===== src/rtl/sfs_pkg.sv =====
package sfs_pkg;
  localparam logic [7:0] OP_RD_S1 = 8'h05;
  localparam logic [7:0] OP_RD_S2 = 8'h35;
  localparam logic [7:0] OP_WR_S  = 8'h01;
  localparam logic [7:0] OP_WEN   = 8'h06;

  typedef enum logic [2:0] {
    XM_NONE,
    XM_RD1,
    XM_RD2,
    XM_WRS,
    XM_WEN
  } xfer_mode_e;
endpackage


===== src/rtl/sfs_sync.sv =====
module sfs_sync #(
  parameter int W = 3,
  parameter int STAGES = 2,
  parameter logic [W-1:0] RST_VAL = '0
) (
  input  logic         clk,
  input  logic         rst,
  input  logic [W-1:0] d,
  output logic [W-1:0] q
);
  logic [W-1:0] pipe [STAGES];

  genvar s;
  generate
    for (s = 0; s < STAGES; s++) begin : g_stage
      always_ff @(posedge clk) begin
        if (rst) pipe[s] <= RST_VAL;
        else if (s == 0) pipe[s] <= d;
        else pipe[s] <= pipe[(s == 0) ? 0 : s-1];
      end
    end
  endgenerate

  assign q = pipe[STAGES-1];
endmodule


===== src/rtl/sfs_frame.sv =====
module sfs_frame
  import sfs_pkg::*;
#(
  parameter int BYTE_W = 8,
  localparam int BIT_CW = $clog2(BYTE_W)
) (
  input  logic              clk,
  input  logic              rst,
  input  logic              cs_idle,
  input  logic              sclk_rise,
  input  logic              mosi_s,
  input  logic              sr2_rd_off,
  output xfer_mode_e        mode,
  output logic [BIT_CW-1:0] bit_cnt,
  output logic [1:0]        byte_cnt,
  output logic [BYTE_W-1:0] data1,
  output logic [BYTE_W-1:0] data2
);
  logic [BYTE_W-1:0] rx_q;
  logic [BYTE_W-1:0] rx_next;
  logic              byte_end;
  xfer_mode_e        dec_mode;

  always_comb begin
    rx_next  = {rx_q[BYTE_W-2:0], mosi_s};
    byte_end = (bit_cnt == BIT_CW'(BYTE_W-1));
    case (rx_next)
      OP_RD_S1: dec_mode = XM_RD1;
      OP_RD_S2: dec_mode = sr2_rd_off ? XM_NONE : XM_RD2;
      OP_WR_S:  dec_mode = XM_WRS;
      OP_WEN:   dec_mode = XM_WEN;
      default:  dec_mode = XM_NONE;
    endcase
  end

  always_ff @(posedge clk) begin
    if (rst || cs_idle) begin
      rx_q     <= '0;
      bit_cnt  <= '0;
      byte_cnt <= '0;
      mode     <= XM_NONE;
      data1    <= '0;
      data2    <= '0;
    end else if (sclk_rise) begin
      rx_q    <= rx_next;
      bit_cnt <= byte_end ? '0 : bit_cnt + 1'b1;
      if (byte_end) begin
        if (byte_cnt == 2'd0) mode <= dec_mode;
        if (byte_cnt == 2'd1) data1 <= rx_next;
        if (byte_cnt == 2'd2) data2 <= rx_next;
        if (byte_cnt != 2'd3) byte_cnt <= byte_cnt + 2'd1;
      end
    end
  end
endmodule


===== src/rtl/sfs_regs.sv =====
module sfs_regs
  import sfs_pkg::*;
#(
  parameter int BYTE_W = 8,
  parameter int BP_W = 3,
  parameter int BP_LSB = 2,
  parameter int QE_BIT = 1,
  parameter int WEL_BIT = 1,
  parameter logic [BYTE_W-1:0] S1_WR_MASK = 8'hFC,
  localparam int BIT_CW = $clog2(BYTE_W)
) (
  input  logic              clk,
  input  logic              rst,
  input  logic              cs_rise,
  input  xfer_mode_e        mode,
  input  logic [BIT_CW-1:0] bit_cnt,
  input  logic [1:0]        byte_cnt,
  input  logic [BYTE_W-1:0] data1,
  input  logic [BYTE_W-1:0] data2,
  input  logic              one_byte_clears_sr2,
  output logic [BYTE_W-1:0] stat1,
  output logic [BYTE_W-1:0] stat2,
  output logic              wel,
  output logic              commit,
  output logic              quad_en,
  output logic [BP_W-1:0]   block_prot
);
  logic [BYTE_W-1:0] s1_q;
  logic [BYTE_W-1:0] s2_q;
  logic              whole;
  logic              set_wel;
  logic              two_bytes;

  always_comb begin
    whole     = (bit_cnt == '0);
    set_wel   = cs_rise && whole && (mode == XM_WEN);
    commit    = cs_rise && whole && wel && (mode == XM_WRS) && (byte_cnt >= 2'd2);
    two_bytes = (byte_cnt == 2'd3);
    // busy bit is never set by this model, so it reads as zero
    stat1 = (s1_q & S1_WR_MASK) | (BYTE_W'(wel) << WEL_BIT);
    stat2 = s2_q;
  end

  always_ff @(posedge clk) begin
    if (rst) begin
      s1_q <= '0;
      s2_q <= '0;
      wel  <= 1'b0;
    end else if (commit) begin
      s1_q <= data1 & S1_WR_MASK;
      wel  <= 1'b0;
      if (two_bytes) s2_q <= data2;
      else if (one_byte_clears_sr2) s2_q <= '0;
    end else if (set_wel) begin
      wel <= 1'b1;
    end
  end

  assign quad_en    = s2_q[QE_BIT];
  assign block_prot = s1_q[BP_LSB +: BP_W];
endmodule


===== src/rtl/sfs_tx.sv =====
module sfs_tx
  import sfs_pkg::*;
#(
  parameter int BYTE_W = 8,
  localparam int BIT_CW = $clog2(BYTE_W)
) (
  input  logic              clk,
  input  logic              rst,
  input  logic              cs_idle,
  input  logic              sclk_fall,
  input  xfer_mode_e        mode,
  input  logic [BIT_CW-1:0] bit_cnt,
  input  logic [BYTE_W-1:0] stat1,
  input  logic [BYTE_W-1:0] stat2,
  output logic              miso
);
  logic [BYTE_W-1:0] sh_q;
  logic [BYTE_W-1:0] src;
  logic              reading;

  always_comb begin
    reading = (mode == XM_RD1) || (mode == XM_RD2);
    src     = (mode == XM_RD2) ? stat2 : stat1;
  end

  always_ff @(posedge clk) begin
    if (rst || cs_idle) begin
      sh_q <= '0;
      miso <= 1'b0;
    end else if (sclk_fall) begin
      if (!reading) begin
        sh_q <= '0;
        miso <= 1'b0;
      end else if (bit_cnt == '0) begin
        miso <= src[BYTE_W-1];
        sh_q <= {src[BYTE_W-2:0], 1'b0};
      end else begin
        miso <= sh_q[BYTE_W-1];
        sh_q <= {sh_q[BYTE_W-2:0], 1'b0};
      end
    end
  end
endmodule


===== src/rtl/sfs_status_target.sv =====
module sfs_status_target
  import sfs_pkg::*;
#(
  parameter int BYTE_W = 8,
  parameter int SYNC_STAGES = 2,
  parameter int BP_W = 3,
  localparam int BIT_CW = $clog2(BYTE_W)
) (
  input  logic            clk,
  input  logic            rst,
  input  logic            sclk,
  input  logic            cs_n,
  input  logic            mosi,
  output logic            miso,
  input  logic            sr2_rd_off,
  input  logic            one_byte_clears_sr2,
  output logic            quad_en,
  output logic [BP_W-1:0] block_prot
);
  logic [2:0]        pins_s;
  logic              sclk_s, cs_idle, mosi_s;
  logic              sclk_d, cs_d;
  logic              sclk_rise, sclk_fall, cs_rise;
  xfer_mode_e        mode;
  logic [BIT_CW-1:0] bit_cnt;
  logic [1:0]        byte_cnt;
  logic [BYTE_W-1:0] data1, data2, stat1, stat2;
  logic              wel, commit;

  sfs_sync #(.W(3), .STAGES(SYNC_STAGES), .RST_VAL(3'b010)) i_sync (
    .clk(clk), .rst(rst), .d({sclk, cs_n, mosi}), .q(pins_s)
  );

  assign {sclk_s, cs_idle, mosi_s} = pins_s;

  always_ff @(posedge clk) begin
    if (rst) begin
      sclk_d <= 1'b0;
      cs_d   <= 1'b1;
    end else begin
      sclk_d <= sclk_s;
      cs_d   <= cs_idle;
    end
  end

  assign sclk_rise = sclk_s && !sclk_d && !cs_idle;
  assign sclk_fall = !sclk_s && sclk_d && !cs_idle;
  assign cs_rise   = cs_idle && !cs_d;

  sfs_frame #(.BYTE_W(BYTE_W)) i_frame (
    .clk(clk), .rst(rst), .cs_idle(cs_idle), .sclk_rise(sclk_rise),
    .mosi_s(mosi_s), .sr2_rd_off(sr2_rd_off), .mode(mode),
    .bit_cnt(bit_cnt), .byte_cnt(byte_cnt), .data1(data1), .data2(data2)
  );

  sfs_regs #(.BYTE_W(BYTE_W), .BP_W(BP_W)) i_regs (
    .clk(clk), .rst(rst), .cs_rise(cs_rise), .mode(mode),
    .bit_cnt(bit_cnt), .byte_cnt(byte_cnt), .data1(data1), .data2(data2),
    .one_byte_clears_sr2(one_byte_clears_sr2), .stat1(stat1), .stat2(stat2),
    .wel(wel), .commit(commit), .quad_en(quad_en), .block_prot(block_prot)
  );

  sfs_tx #(.BYTE_W(BYTE_W)) i_tx (
    .clk(clk), .rst(rst), .cs_idle(cs_idle), .sclk_fall(sclk_fall),
    .mode(mode), .bit_cnt(bit_cnt), .stat1(stat1), .stat2(stat2),
    .miso(miso)
  );
endmodule


===== config.mk =====
export PLATFORM = sky130hd
export DESIGN_NAME = sfs_status_target
export DESIGN_NICKNAME = d
export VERILOG_FILES = /design/src/rtl/sfs_pkg.sv /design/src/rtl/sfs_sync.sv /design/src/rtl/sfs_frame.sv /design/src/rtl/sfs_regs.sv /design/src/rtl/sfs_tx.sv /design/src/rtl/sfs_status_target.sv
export SDC_FILE = /design/constraint.sdc
export NUM_CORES = 1
export LEC_CHECK = 0
export ABC_AREA = 1
export BUFFER_PORTS_ARGS = -buffer_cell sky130_fd_sc_hd__buf_2
export CAP_MARGIN = 5
export CORE_ASPECT_RATIO = 0.7
export CORE_MARGIN = 10
export CORE_UTILIZATION = 55
export CTS_BUF_LIST = sky130_fd_sc_hd__clkbuf_16
export DETAILED_ROUTE_END_ITERATION = 12
export PLACE_DENSITY = 0.77
export SLEW_MARGIN = 20
export SYNTH_ARGS = -nofsm -noshare
export SYNTH_HDL_FRONTEND = slang
export SYNTH_SLANG_ARGS = --single-unit

===== constraint.sdc =====
create_clock -name clk -period 2.2 [get_ports clk]
set_input_delay 0.11 -clock clk [delete_from_list [all_inputs] [get_ports clk]]
set_output_delay 0.11 -clock clk [all_outputs]
set_load 0.05 [all_outputs]

==> results_dict.tcl, run 1 <==
set metrics [dict create \
    cts.repair.resized 0 \
    first_global_vias 1978 \
    synth_edf_count 0 \
    cts_max_path_buffers 2 \
    path_class "flip-flop to flip-flop" \
    dp_hpwl_microns 3940 \
    pwr-share-comb_pct 1.7 \
    globalRouteOverflowTotal 0 \
    timing.critical_path.to_type "flip-flop" \
    synthToLayoutAreaGrowth_pct 14.6 \
    floorplan.core_area_sq_um 4430 \
    count_of_filler_cells_inserted_in_the_layout 375 \
    sequential_fraction_of_design_power_pct 44.5 \
    design.die.area_sq_um 7850 \
    dominant_combinational_cell_family_by_area_after_synthesis "simple AND/OR/NAND/NOR gates" \
    leakagePower_nw 1.26 \
    grt_start_max_net_pins 26 \
    avgRoutedWirePerCell_microns 13.8 \
    buffer_ports.inserted 11 \
    total_setup_buffers_inserted_after_cts 0 \
    largest_fanout_on_the_critical_path 14 \
    power_switching_w 0.000500 \
    crit_path_start_kind "flip-flop" \
    critical-path-top-delay-family "simple AND/OR/NAND/NOR gates" \
    die_h_microns 77.2 \
    sequential_cell_area_in_the_final_layout_sq_um 1200 \
    clk_transition_reported_paths_ps 50 \
    ioPinCount 12 \
    cell_count_of_the_worst_reg_to_reg_path 7 \
    finClkSkew_ps 2.94 \
    postRouteWirelength_microns 5590 \
    register_area_share_after_synthesis_pct 46.7 \
    status "finished, final reports clean" \
    final_core_utilization_pct 66.5 \
    worstPathArrival_ps 1910 \
    num_rows 20 \
    drt_iter0_drc 176 \
    chipWidth_microns 102 \
    unrepaired_setup_endpoints_after_global_routing "false" \
    critical_path.cell_chain "ha_1 -> ha_1 -> nand4_1 -> nor2_2 -> inv_1 -> nor2_1 -> nor2_1" \
    netlist_top_cells_count "sky130_fd_sc_hd__dfxtp_1 (60), sky130_fd_sc_hd__nor2_1 (51), sky130_fd_sc_hd__nand2_1 (43), sky130_fd_sc_hd__a21oi_1 (40), sky130_fd_sc_hd__o21ai_0 (31)" \
    maxClockFrequency_ghz 0.594 \
    initial_utilization_pct 58.0 \
    cts.sinks 60 \
    finish.net_count 360 \
    grt_first_pass_wirelength_microns 9560 \
    synth_largest_type_area_fraction_pct 46.7 \
    synth.mux.area_fraction_pct 0 \
    yosysWarnings 0 \
    route.detailed.drc 0 \
    min_path_type "input pin to flip-flop" \
    maxCapViolCount 0 \
    cts_buffers 9 \
    cts_root_buf "sky130_fd_sc_hd__clkbuf_16" \
    clock_power_share_pct 53.8 \
    htree_num_levels 3 \
    post_synthesis_sequential_element_count 60 \
    syn_inst 333 \
    max_slew.worst_pin.slew_ps 546 \
    compound_gate_portion_of_the_synthesized_area_pct 14.5 \
    yosys.cell_count.top_type "sky130_fd_sc_hd__dfxtp_1" \
    crit_slowest_cell "sky130_fd_sc_hd__nor2_2" \
    track_usage_pct 15.5 \
    final_area_sq_um 2950 \
    shortest_period_the_worst_path_allows_ps 1680 \
    multiInputGateArea_sq_um 1150 \
    post-route-worst-setup-slack_ps 516 \
    crit_buf_inv 1 \
    yosys.area_share.adder_pct 3.41 \
    crit-reg2reg-capture "i_frame.data2[4]" \
    worst_ep_required_time_ps 2420 \
    synth_area_per_cell_sq_um 7.72 \
    pre_cts_slack_ps 564 \
    ys_types 26 \
    hold_path_end "i_sync.pipe[1][2]" \
    synth_simple_gate_area_share_pct 26.9 \
    final_min_period_over_clock_period_pct 76.6 \
    setup_total_negative_slack_ps 0 \
    yosys_most_used_dff "sky130_fd_sc_hd__dfxtp_1" \
    hold_critical_path_depth 2 \
    power_report.internal_total_w 0.00197 \
    powerDensity_nw_per_um2 839 \
    detailroute.via_count 2164 \
    max-slew-margin-rel_pct 63.6 \
    setup_violators_final 0 \
    antenna_left 0 \
    fraction_of_final_layout_cells_sized_beyond_drive_strength_1_pct 13.1 \
    synth_top_cell_by_area "sky130_fd_sc_hd__dfxtp_1" \
    switching_share_pct 20.2 \
    routabilityCongestion 0.933 \
    via_per_inst 5.33 \
    ir_drop_mv 0.624 \
    syn_area_sq_um 2570 \
    yosys.area_share.xor_xnor_pct 0 \
    grt_antenna_before_repair 0 \
    hold_path_startpoint "rst" \
    num_antenna_cells 0 \
    tritoncts "yes" \
    dpl_cell_area_sq_um 2630 \
    rrSetupSlack_ps 520 \
    detailedRoute.firstPassIterationCount 4 \
    finalHoldViolCount 0 \
    critPathMaxStageDelay_ps 390 \
    net_count_after_synthesis 347 \
    crit-reg2reg-launch "i_frame.bit_cnt[0]" \
    ys_top_cells_by_area "sky130_fd_sc_hd__dfxtp_1 (47%), sky130_fd_sc_hd__a21oi_1 (7.8%), sky130_fd_sc_hd__nor2_1 (7.4%), sky130_fd_sc_hd__nand2_1 (6.3%), sky130_fd_sc_hd__o21ai_0 (6.0%)" \
    timing_max_transition_violations_final 0 \
    clk_latency_ps 330 \
    asyncSetResetFlopFracSynth_pct 0 \
]
## metal layers
layer,GRT usage [%],up-vias,part of all wire [%]
li1,-,1119,-
met1,21.8,980,52
met2,20.5,56,39
met3,7.34,9,6.9
met4,3.70,0,1.2
met5,0,-,0
## placed cells by master, fill, tap and decap left out
master	n
sky130_fd_sc_hd__inv_1	32
sky130_fd_sc_hd__ha_1	7
sky130_fd_sc_hd__nand3_1	18
sky130_fd_sc_hd__nor2_4	1
sky130_fd_sc_hd__o21ai_0	31
sky130_fd_sc_hd__nand4_1	10
sky130_fd_sc_hd__nand2_4	2
sky130_fd_sc_hd__clkinv_1	1
sky130_fd_sc_hd__nor2_2	3
sky130_fd_sc_hd__nand2_2	1
sky130_fd_sc_hd__nand3_2	1
sky130_fd_sc_hd__nand3_4	1
sky130_fd_sc_hd__dfxtp_1	60
sky130_fd_sc_hd__a21oi_2	1
sky130_fd_sc_hd__inv_2	3
sky130_fd_sc_hd__a211oi_1	1
sky130_fd_sc_hd__clkinv_4	2
sky130_fd_sc_hd__nor3_1	8
sky130_fd_sc_hd__a21oi_1	40
sky130_fd_sc_hd__buf_2	11
sky130_fd_sc_hd__nand2_1	43
sky130_fd_sc_hd__bufinv_16	1
sky130_fd_sc_hd__clkinv_2	2
sky130_fd_sc_hd__clkbuf_16	9
sky130_fd_sc_hd__nor2_1	51
sky130_fd_sc_hd__nor2_8	2
sky130_fd_sc_hd__buf_4	3
sky130_fd_sc_hd__or2_2	3
sky130_fd_sc_hd__dlygate4sd3_1	3
## area by class of cell
type	count	area share [%]
inverters	34	4.50
repair buffers	17	3.65
multi-input cells	224	39.0
clock inverters	7	2.04
well taps	55	2.34
clock buffers	9	7.65
flip-flops and latches	60	40.8
## cells by family (layout without fill, tap and decap cells)
kind of cell / after synthesis / after routing
adders and majority gates: 7 / 7
buffers and inverters: 49 / 67
DFF: 60 / 60
AOI/OAI and AO/OA: 73 / 73
and+or+nand+nor: 144 / 144
## metrics by stage
stage,hold slack (ps),total power [W],cells
finish,156,0.00247,406
global route,171,0.00254,406
CTS,151,0.00249,406
detailed placement,294,0.00116,387
global placement,292,0.00116,387
floorplan,214,0.00115,333
## timing repair
item	4_1_cts	5_1_grt
hold endpoints to repair	3	0
hold buffers	3	0
endpoints found under the setup margin	0	0
## registers in the layout (all words and copies together) (netlist names)
name	count
i_regs.stat2	8
i_tx.sh_q	7
i_frame.byte_cnt	2
cs_d	1
i_frame.data2	8
i_tx.miso	1
i_regs.wel	1
sclk_d	1
i_frame.rx_q	7
i_sync.pipe	6
i_regs.s1_q	6
i_frame.mode	3
i_frame.bit_cnt	3
i_frame.data1	6
## worst max path at each step
stage,slack (ps),from,cells past startpoint,end
after global placement,670,i_frame.bit_cnt[0],7,i_frame.data2[0]
final,520,i_frame.bit_cnt[0],7,i_frame.data2[4]
after CTS,550,i_frame.bit_cnt[0],7,i_frame.data2[4]
after floorplan,820,i_frame.byte_cnt[0],8,i_regs.s1_q[2]
after detailed placement,560,i_frame.bit_cnt[0],7,i_frame.data2[4]
after global routing,350,i_frame.bit_cnt[0],7,i_frame.data2[4]
## power groups by stage
stage | sequential [W] | combinational (W) | clock, W
after floorplan | 0.00112 | 0.0000282 | 0
after global placement | 0.00112 | 0.0000376 | 0
after detailed placement | 0.00112 | 0.0000383 | 0
after CTS | 0.00110 | 0.0000425 | 0.00135
after global routing | 0.00110 | 0.0000495 | 0.00139
final | 0.00110 | 0.0000428 | 0.00133
Power figures use the tool's default switching activity.
==> run 2, diff against run 1 <==
--- a/config.mk
+++ b/config.mk
@@ -5,15 +5,15 @@
 export SDC_FILE = /design/constraint.sdc
 export NUM_CORES = 1
 export LEC_CHECK = 0
-export ABC_AREA = 1
+export ABC_AREA = 0
 export BUFFER_PORTS_ARGS = -buffer_cell sky130_fd_sc_hd__buf_2
 export CAP_MARGIN = 5
 export CORE_ASPECT_RATIO = 0.7
 export CORE_MARGIN = 10
-export CORE_UTILIZATION = 55
+export CORE_UTILIZATION = 54
 export CTS_BUF_LIST = sky130_fd_sc_hd__clkbuf_16
 export DETAILED_ROUTE_END_ITERATION = 12
-export PLACE_DENSITY = 0.77
+export PLACE_DENSITY = 0.78
 export SLEW_MARGIN = 20
 export SYNTH_ARGS = -nofsm -noshare
 export SYNTH_HDL_FRONTEND = slang
==> constraint.sdc (replaced) <==
create_clock -name clk -period 1.38 [get_ports clk]
set_input_delay 0.069 -clock clk [delete_from_list [all_inputs] [get_ports clk]]
set_output_delay 0.069 -clock clk [all_outputs]
set_load 0.05 [all_outputs]
==> results_dict.tcl, run 2 <==
set metrics [dict create \
    status "finished, violations left" \
    failed_checks "negative setup slack" \
    initial_utilization_pct 56.1 \
    detailedRoute.firstPassIterationCount 4 \
    antenna_left 0 \
    max_slew.worst_pin.slew_ps 444 \
    fraction_of_final_layout_cells_sized_beyond_drive_strength_1_pct 40.4 \
    layout_commonest_cell "sky130_fd_sc_hd__dfxtp_1" \
    worstPathArrival_ps 1850 \
    clk_transition_reported_paths_ps 50 \
    crit_path_start_kind "flip-flop" \
    finish.net_count 365 \
    cts_root_buf "sky130_fd_sc_hd__clkbuf_16" \
    grt_antenna_before_repair 0 \
    num_rows 21 \
    synthToLayoutAreaGrowth_pct 44.4 \
    cts.sinks 60 \
    yosys_most_used_dff "sky130_fd_sc_hd__dfxtp_1" \
    floorplan.core_area_sq_um 4780 \
    timing.critical_path.to_type "flip-flop" \
    register_area_share_after_synthesis_pct 44.8 \
    largest_fanout_on_the_critical_path 7 \
    worst_ep_required_time_ps 1610 \
    track_usage_pct 18.5 \
    route.detailed.drc 0 \
    cts_buffers 9 \
    dp_hpwl_microns 4650 \
    synth_largest_type_area_fraction_pct 44.8 \
    unrepaired_setup_endpoints_after_global_routing "true" \
    chipWidth_microns 104 \
    design.die.area_sq_um 8230 \
    finalHoldViolCount 0 \
    synth_area_per_cell_sq_um 8.82 \
    setup_total_negative_slack_ps -5720 \
    syn_inst 304 \
    pre_cts_slack_ps -224 \
    ys_types 41 \
    min_path_type "input pin to flip-flop" \
    final_min_period_over_clock_period_pct 117 \
    setup_violators_final 42 \
    post-route-worst-setup-slack_ps -241 \
    timing_max_transition_violations_final 0 \
    netlist_top_cells_count "sky130_fd_sc_hd__dfxtp_1 (60), sky130_fd_sc_hd__a21oi_1 (28), sky130_fd_sc_hd__nand2b_1 (23), sky130_fd_sc_hd__nand3_1 (23), sky130_fd_sc_hd__nand2_1 (19)" \
    path_class "flip-flop to flip-flop" \
    ys_top_cells_by_area "sky130_fd_sc_hd__dfxtp_1 (45%), sky130_fd_sc_hd__nand2b_1 (5.4%), sky130_fd_sc_hd__a21oi_1 (5.2%), sky130_fd_sc_hd__nand3_1 (4.3%), sky130_fd_sc_hd__o21ai_0 (3.4%)" \
    post_synthesis_sequential_element_count 60 \
    net_count_after_synthesis 318 \
    tritoncts "yes" \
    maxClockFrequency_ghz 0.617 \
    final_core_utilization_pct 81.0 \
    synth_edf_count 0 \
    leakagePower_nw 1.28 \
    synth_top_cell_by_area "sky130_fd_sc_hd__dfxtp_1" \
    asyncSetResetFlopFracSynth_pct 0 \
    detailroute.via_count 2499 \
    drt_iter0_drc 158 \
    num_antenna_cells 0 \
    shortest_period_the_worst_path_allows_ps 1620 \
    postRouteWirelength_microns 7950 \
    ioPinCount 12 \
    powerDensity_nw_per_um2 1030 \
    avgRoutedWirePerCell_microns 18.7 \
    max-slew-margin-rel_pct 70.0 \
    htree_num_levels 3 \
    syn_area_sq_um 2680 \
    ir_drop_mv 0.806 \
    yosys.cell_count.top_type "sky130_fd_sc_hd__dfxtp_1" \
    buffer_ports.inserted 11 \
    yosysWarnings 0 \
    die_h_microns 79.0 \
    cts_max_path_buffers 2 \
    grt_first_pass_wirelength_microns 12200 \
    via_per_inst 5.88 \
    clk_latency_ps 330 \
    first_global_vias 2458 \
    maxCapViolCount 0 \
    globalRouteOverflowTotal 0 \
    grt_start_max_net_pins 38 \
    mostFrequentLayoutCells "sky130_fd_sc_hd__dfxtp_1 (53), sky130_fd_sc_hd__buf_4 (31), sky130_fd_sc_hd__nand2b_1 (23), sky130_fd_sc_hd__nand2_1 (19), sky130_fd_sc_hd__inv_1 (15)" \
    routabilityCongestion 0.829 \
    totalPowerFinal_w 0.00400 \
    finClkSkew_ps 3.69 \
]
[run 2: changes by cell type in the layout (fill, tap and decap cells not counted), moves of 13 or more]
cell / before / now
sky130_fd_sc_hd__buf_4: 3 / 31
sky130_fd_sc_hd__a21oi_1: 40 / 14
sky130_fd_sc_hd__nand2_1: 43 / 19
sky130_fd_sc_hd__nor2_1: 51 / 10
sky130_fd_sc_hd__o21ai_0: 31 / 7
sky130_fd_sc_hd__nand2b_1: 0 / 23
sky130_fd_sc_hd__a21oi_2: 1 / 14
sky130_fd_sc_hd__inv_1: 32 / 15
[run 2: repair_timing]
item                                   4_1_cts  5_1_grt
hold buffers                                 3        0
cloned                                       1        1
setup endpoints to repair                   42       44
resized for setup                           32       53
pin swaps                                   12       18
endpoints found under the hold margin        3        0
buffers inserted                             6        5
[run 2: routing by layer]
layer	GRT usage [%]	wire length (microns)	vias up
met5	0	0	-
met4	6.37	161	0
met3	5.65	542	16
met2	30.9	3890	93
met1	22.4	3350	1221
li1	-	-	1169
[run 2: metrics by stage]
stage          std cells  hold slack, ps  area [sq um]
4_1_cts              423             202          3680
3_5_place_dp         397             257          3140
2_1_floorplan        304             173          2840
6_report             425             207          3870
3_3_place_gp         397             255          3140
5_1_grt              425             221          3870
[run 2: worst max-delay path, stage by stage (launching register included)]
cell                      delay, ps
sky130_fd_sc_hd__dfxtp_2        340
sky130_fd_sc_hd__or3b_4         390
sky130_fd_sc_hd__or4_4          550
sky130_fd_sc_hd__o31ai_1        250
[run 2: final timing paths]
| check | from | to | slack [ps] | cells after the start |
|---|---|---|---|---|
| setup / recovery | i_sync.pipe[1][1] | i_tx.sh_q[3] | -240 | 3 |
| hold / removal | rst | i_tx.sh_q[2] | 210 | 5 |
| setup reg to reg | i_sync.pipe[1][1] | i_tx.sh_q[3] | -240 | 3 |
| hold reg to reg | i_sync.pipe[0][1] | i_sync.pipe[1][1] | 440 | 1 |
[run 2: kinds of logic (layout without fill, tap and decap cells)]
| kind of cell | count (synthesis) | in the layout | synth area share (%) |
|---|---|---|---|
| buffers and inverters | 45 | 97 | 7.28 |
| AND/OR/NAND/NOR | 112 | 112 | 25.0 |
| XOR/XNOR | 1 | 1 | 0.607 |
| flip-flops | 60 | 60 | 44.8 |
| multiplexers | 7 | 7 | 2.61 |
| adder cells (fa/ha/maj) | 7 | 7 | 3.26 |
| AO/OA/AOI/OAI | 72 | 72 | 16.5 |
[run 2: where the power goes]
group	switching (W)	internal, W	total, W
clock network	0.000768	0.00137	0.00214
registers	0.00000738	0.00174	0.00175
logic	0.0000555	0.0000510	0.000106
total	0.000831	0.00316	0.00400
[run 2: area by class of cell]
| cell class | count | area, sq um |
|---|---|---|
| clock buffers | 9 | 225 |
| clock inverters | 7 | 57.6 |
| fillers | 276 | 910 |
| inverters | 19 | 71.3 |
| multi-input cells | 199 | 1660 |
| flip-flops and latches | 60 | 1210 |
| well taps | 69 | 86.3 |
| repair buffers | 62 | 566 |
==> run 3, diff against run 2 <==
--- a/config.mk
+++ b/config.mk
@@ -8,11 +8,11 @@
 export ABC_AREA = 0
 export BUFFER_PORTS_ARGS = -buffer_cell sky130_fd_sc_hd__buf_2
 export CAP_MARGIN = 5
-export CORE_ASPECT_RATIO = 0.7
 export CORE_MARGIN = 10
 export CORE_UTILIZATION = 54
 export CTS_BUF_LIST = sky130_fd_sc_hd__clkbuf_16
 export DETAILED_ROUTE_END_ITERATION = 12
+export MAX_ROUTING_LAYER = met4
 export PLACE_DENSITY = 0.78
 export SLEW_MARGIN = 20
 export SYNTH_ARGS = -nofsm -noshare
==> results_dict.tcl, run 3 (synthesis results as in run 2) <==
set metrics [dict create \
    ir_drop_mv 0.950 \
    antenna_left 0 \
    grt_start_max_net_pins 38 \
    worst_ep_required_time_ps 1570 \
    dpl_cell_area_sq_um 3070 \
    leakagePower_nw 1.28 \
    clk_latency_ps 330 \
    unrepaired_setup_endpoints_after_global_routing "true" \
    maxClockFrequency_ghz 0.623 \
    path_class "flip-flop to flip-flop" \
    layout_commonest_cell "sky130_fd_sc_hd__dfxtp_1" \
    maxCapViolCount 0 \
    chipWidth_microns 90.5 \
    finClkSkew_ps 7.02 \
    max_slew.worst_pin.slew_ps 407 \
    final_area_sq_um 3880 \
    crit_path_start_kind "flip-flop" \
    cts_max_path_buffers 2 \
    design.die.area_sq_um 8190 \
    cts_buffers 9 \
    buffer_ports.inserted 11 \
    clk_transition_reported_paths_ps 50 \
    route.met3.wl_microns 486 \
    route.layer.met1.wl_microns 3620 \
    initial_utilization_pct 56.4 \
    met2WireLength_microns 4240 \
    hold_critical_path_depth 4 \
    failed_checks "negative setup slack" \
    timing.hold.ws_ps 226 \
    grt_first_pass_wirelength_microns 12700 \
    routabilityCongestion 0.851 \
    cts.sinks 60 \
    setup_violators_final 42 \
    globalRouteOverflowTotal 0 \
    route.detailed.drc 0 \
    min_path_type "input pin to flip-flop" \
    cts_root_buf "sky130_fd_sc_hd__clkbuf_16" \
    num_antenna_cells 0 \
    dp_hpwl_microns 4220 \
    tritoncts "yes" \
    shortest_period_the_worst_path_allows_ps 1610 \
    detailroute.via_count 2544 \
    ioPinCount 12 \
    die_h_microns 90.5 \
    maxUsedRoutingLayer "met4" \
    timing.critical_path.to_type "flip-flop" \
    worstPathArrival_ps 1800 \
    first_global_vias 2453 \
    drt_iter0_drc 199 \
    via_per_inst 6.01 \
    postRouteWirelength_microns 8600 \
    track_usage_pct 19.5 \
    mostFrequentLayoutCells "sky130_fd_sc_hd__dfxtp_1 (50), sky130_fd_sc_hd__buf_4 (35), sky130_fd_sc_hd__nand2b_1 (23), sky130_fd_sc_hd__a21oi_1 (20), sky130_fd_sc_hd__nand2_1 (19)" \
    timing_max_transition_violations_final 0 \
    floorplan.core_area_sq_um 4750 \
    synthToLayoutAreaGrowth_pct 44.6 \
    final_min_period_over_clock_period_pct 116 \
    finalHoldViolCount 0 \
    fraction_of_final_layout_cells_sized_beyond_drive_strength_1_pct 42.4 \
    avgRoutedWirePerCell_microns 20.3 \
    cell_count_of_the_worst_reg_to_reg_path 8 \
    grt_antenna_before_repair 0 \
    max-slew-margin-rel_pct 72.9 \
    detailedRoute.firstPassIterationCount 5 \
    htree_num_levels 3 \
    largest_fanout_on_the_critical_path 4 \
    post-route-worst-setup-slack_ps -226 \
    powerDensity_nw_per_um2 1020 \
    finish.net_count 366 \
    num_rows 25 \
    status "finished, violations left" \
]
run 3: cell types whose count changed in the layout (fill, tap and decap cells not counted), sizes merged:
cell	change
buf	+1
clkinv	-2
inv	+1
run 3: final timing paths:
check / slack, ps / start / to
max: -230 / i_frame.bit_cnt[1] / i_frame.data2[2]
min: 230 / sr2_rd_off / i_frame.mode[1]
min reg2reg: 410 / i_sync.pipe[0][1] / i_sync.pipe[1][1]
max reg2reg: -230 / i_frame.bit_cnt[1] / i_frame.data2[2]
run 3: area by class of cell:
| type | count | area (sq um) |
|---|---|---|
| clock buffer | 9 | 225 |
| multi-input combinational | 199 | 1710 |
| fill | 272 | 875 |
| tap | 67 | 83.8 |
| inverter | 19 | 71.3 |
| clock inverter | 6 | 48.8 |
| sequential | 60 | 1210 |
| timing repair buffer | 63 | 527 |
run 3: metal layers:
metal	vias up	global-route usage [%]
met5	-	-
met4	0	8.62
met3	25	4.66
met2	103	31.4
met1	1244	22.7
li1	1172	-
run 3: per-stage QoR:
stage / total power [W] / std cells / TNS [ps] / setup WS, ps / utilization [%]
after detailed placement: 0.00187 / 392 / -5380 / -243 / 64.6
after global placement: 0.00186 / 392 / -3960 / -171 / 64.6
after global routing: 0.00409 / 423 / -8050 / -247 / 81.6
after floorplan: 0.00183 / 304 / -5060 / -300 / -
final: 0.00397 / 423 / -5970 / -226 / 81.6
after CTS: 0.00396 / 421 / -3860 / -178 / 77.6
run 3: repair_timing:
item / in CTS / in global routing
hold endpoints to repair: 3 / 0
hold buffers: 3 / 0
setup buffers: 7 / 5
resized for setup: 55 / 48
setup endpoints to repair: 42 / 43
gates cloned: 4 / 0
pin swaps: 18 / 21
run 3: where the power goes:
part | total [W] | internal (W) | switching, W | leakage (nW)
Clock | 0.00212 | 0.00135 | 0.000763 | 0.140
Sequential | 0.00175 | 0.00175 | 0.00000605 | 0.489
Combinational | 0.000107 | 0.0000496 | 0.0000573 | 0.650
Total | 0.00397 | 0.00315 | 0.000826 | 1.28
run 3: critical path: stages (launching register included):
cell,delay (ps)
sky130_fd_sc_hd__dfxtp_2,350
sky130_fd_sc_hd__buf_6,120
sky130_fd_sc_hd__ha_4,130
sky130_fd_sc_hd__ha_4,130
sky130_fd_sc_hd__buf_6,100
sky130_fd_sc_hd__nand4bb_4,160
sky130_fd_sc_hd__buf_4,200
sky130_fd_sc_hd__o21ai_1,180
sky130_fd_sc_hd__a21oi_1,110
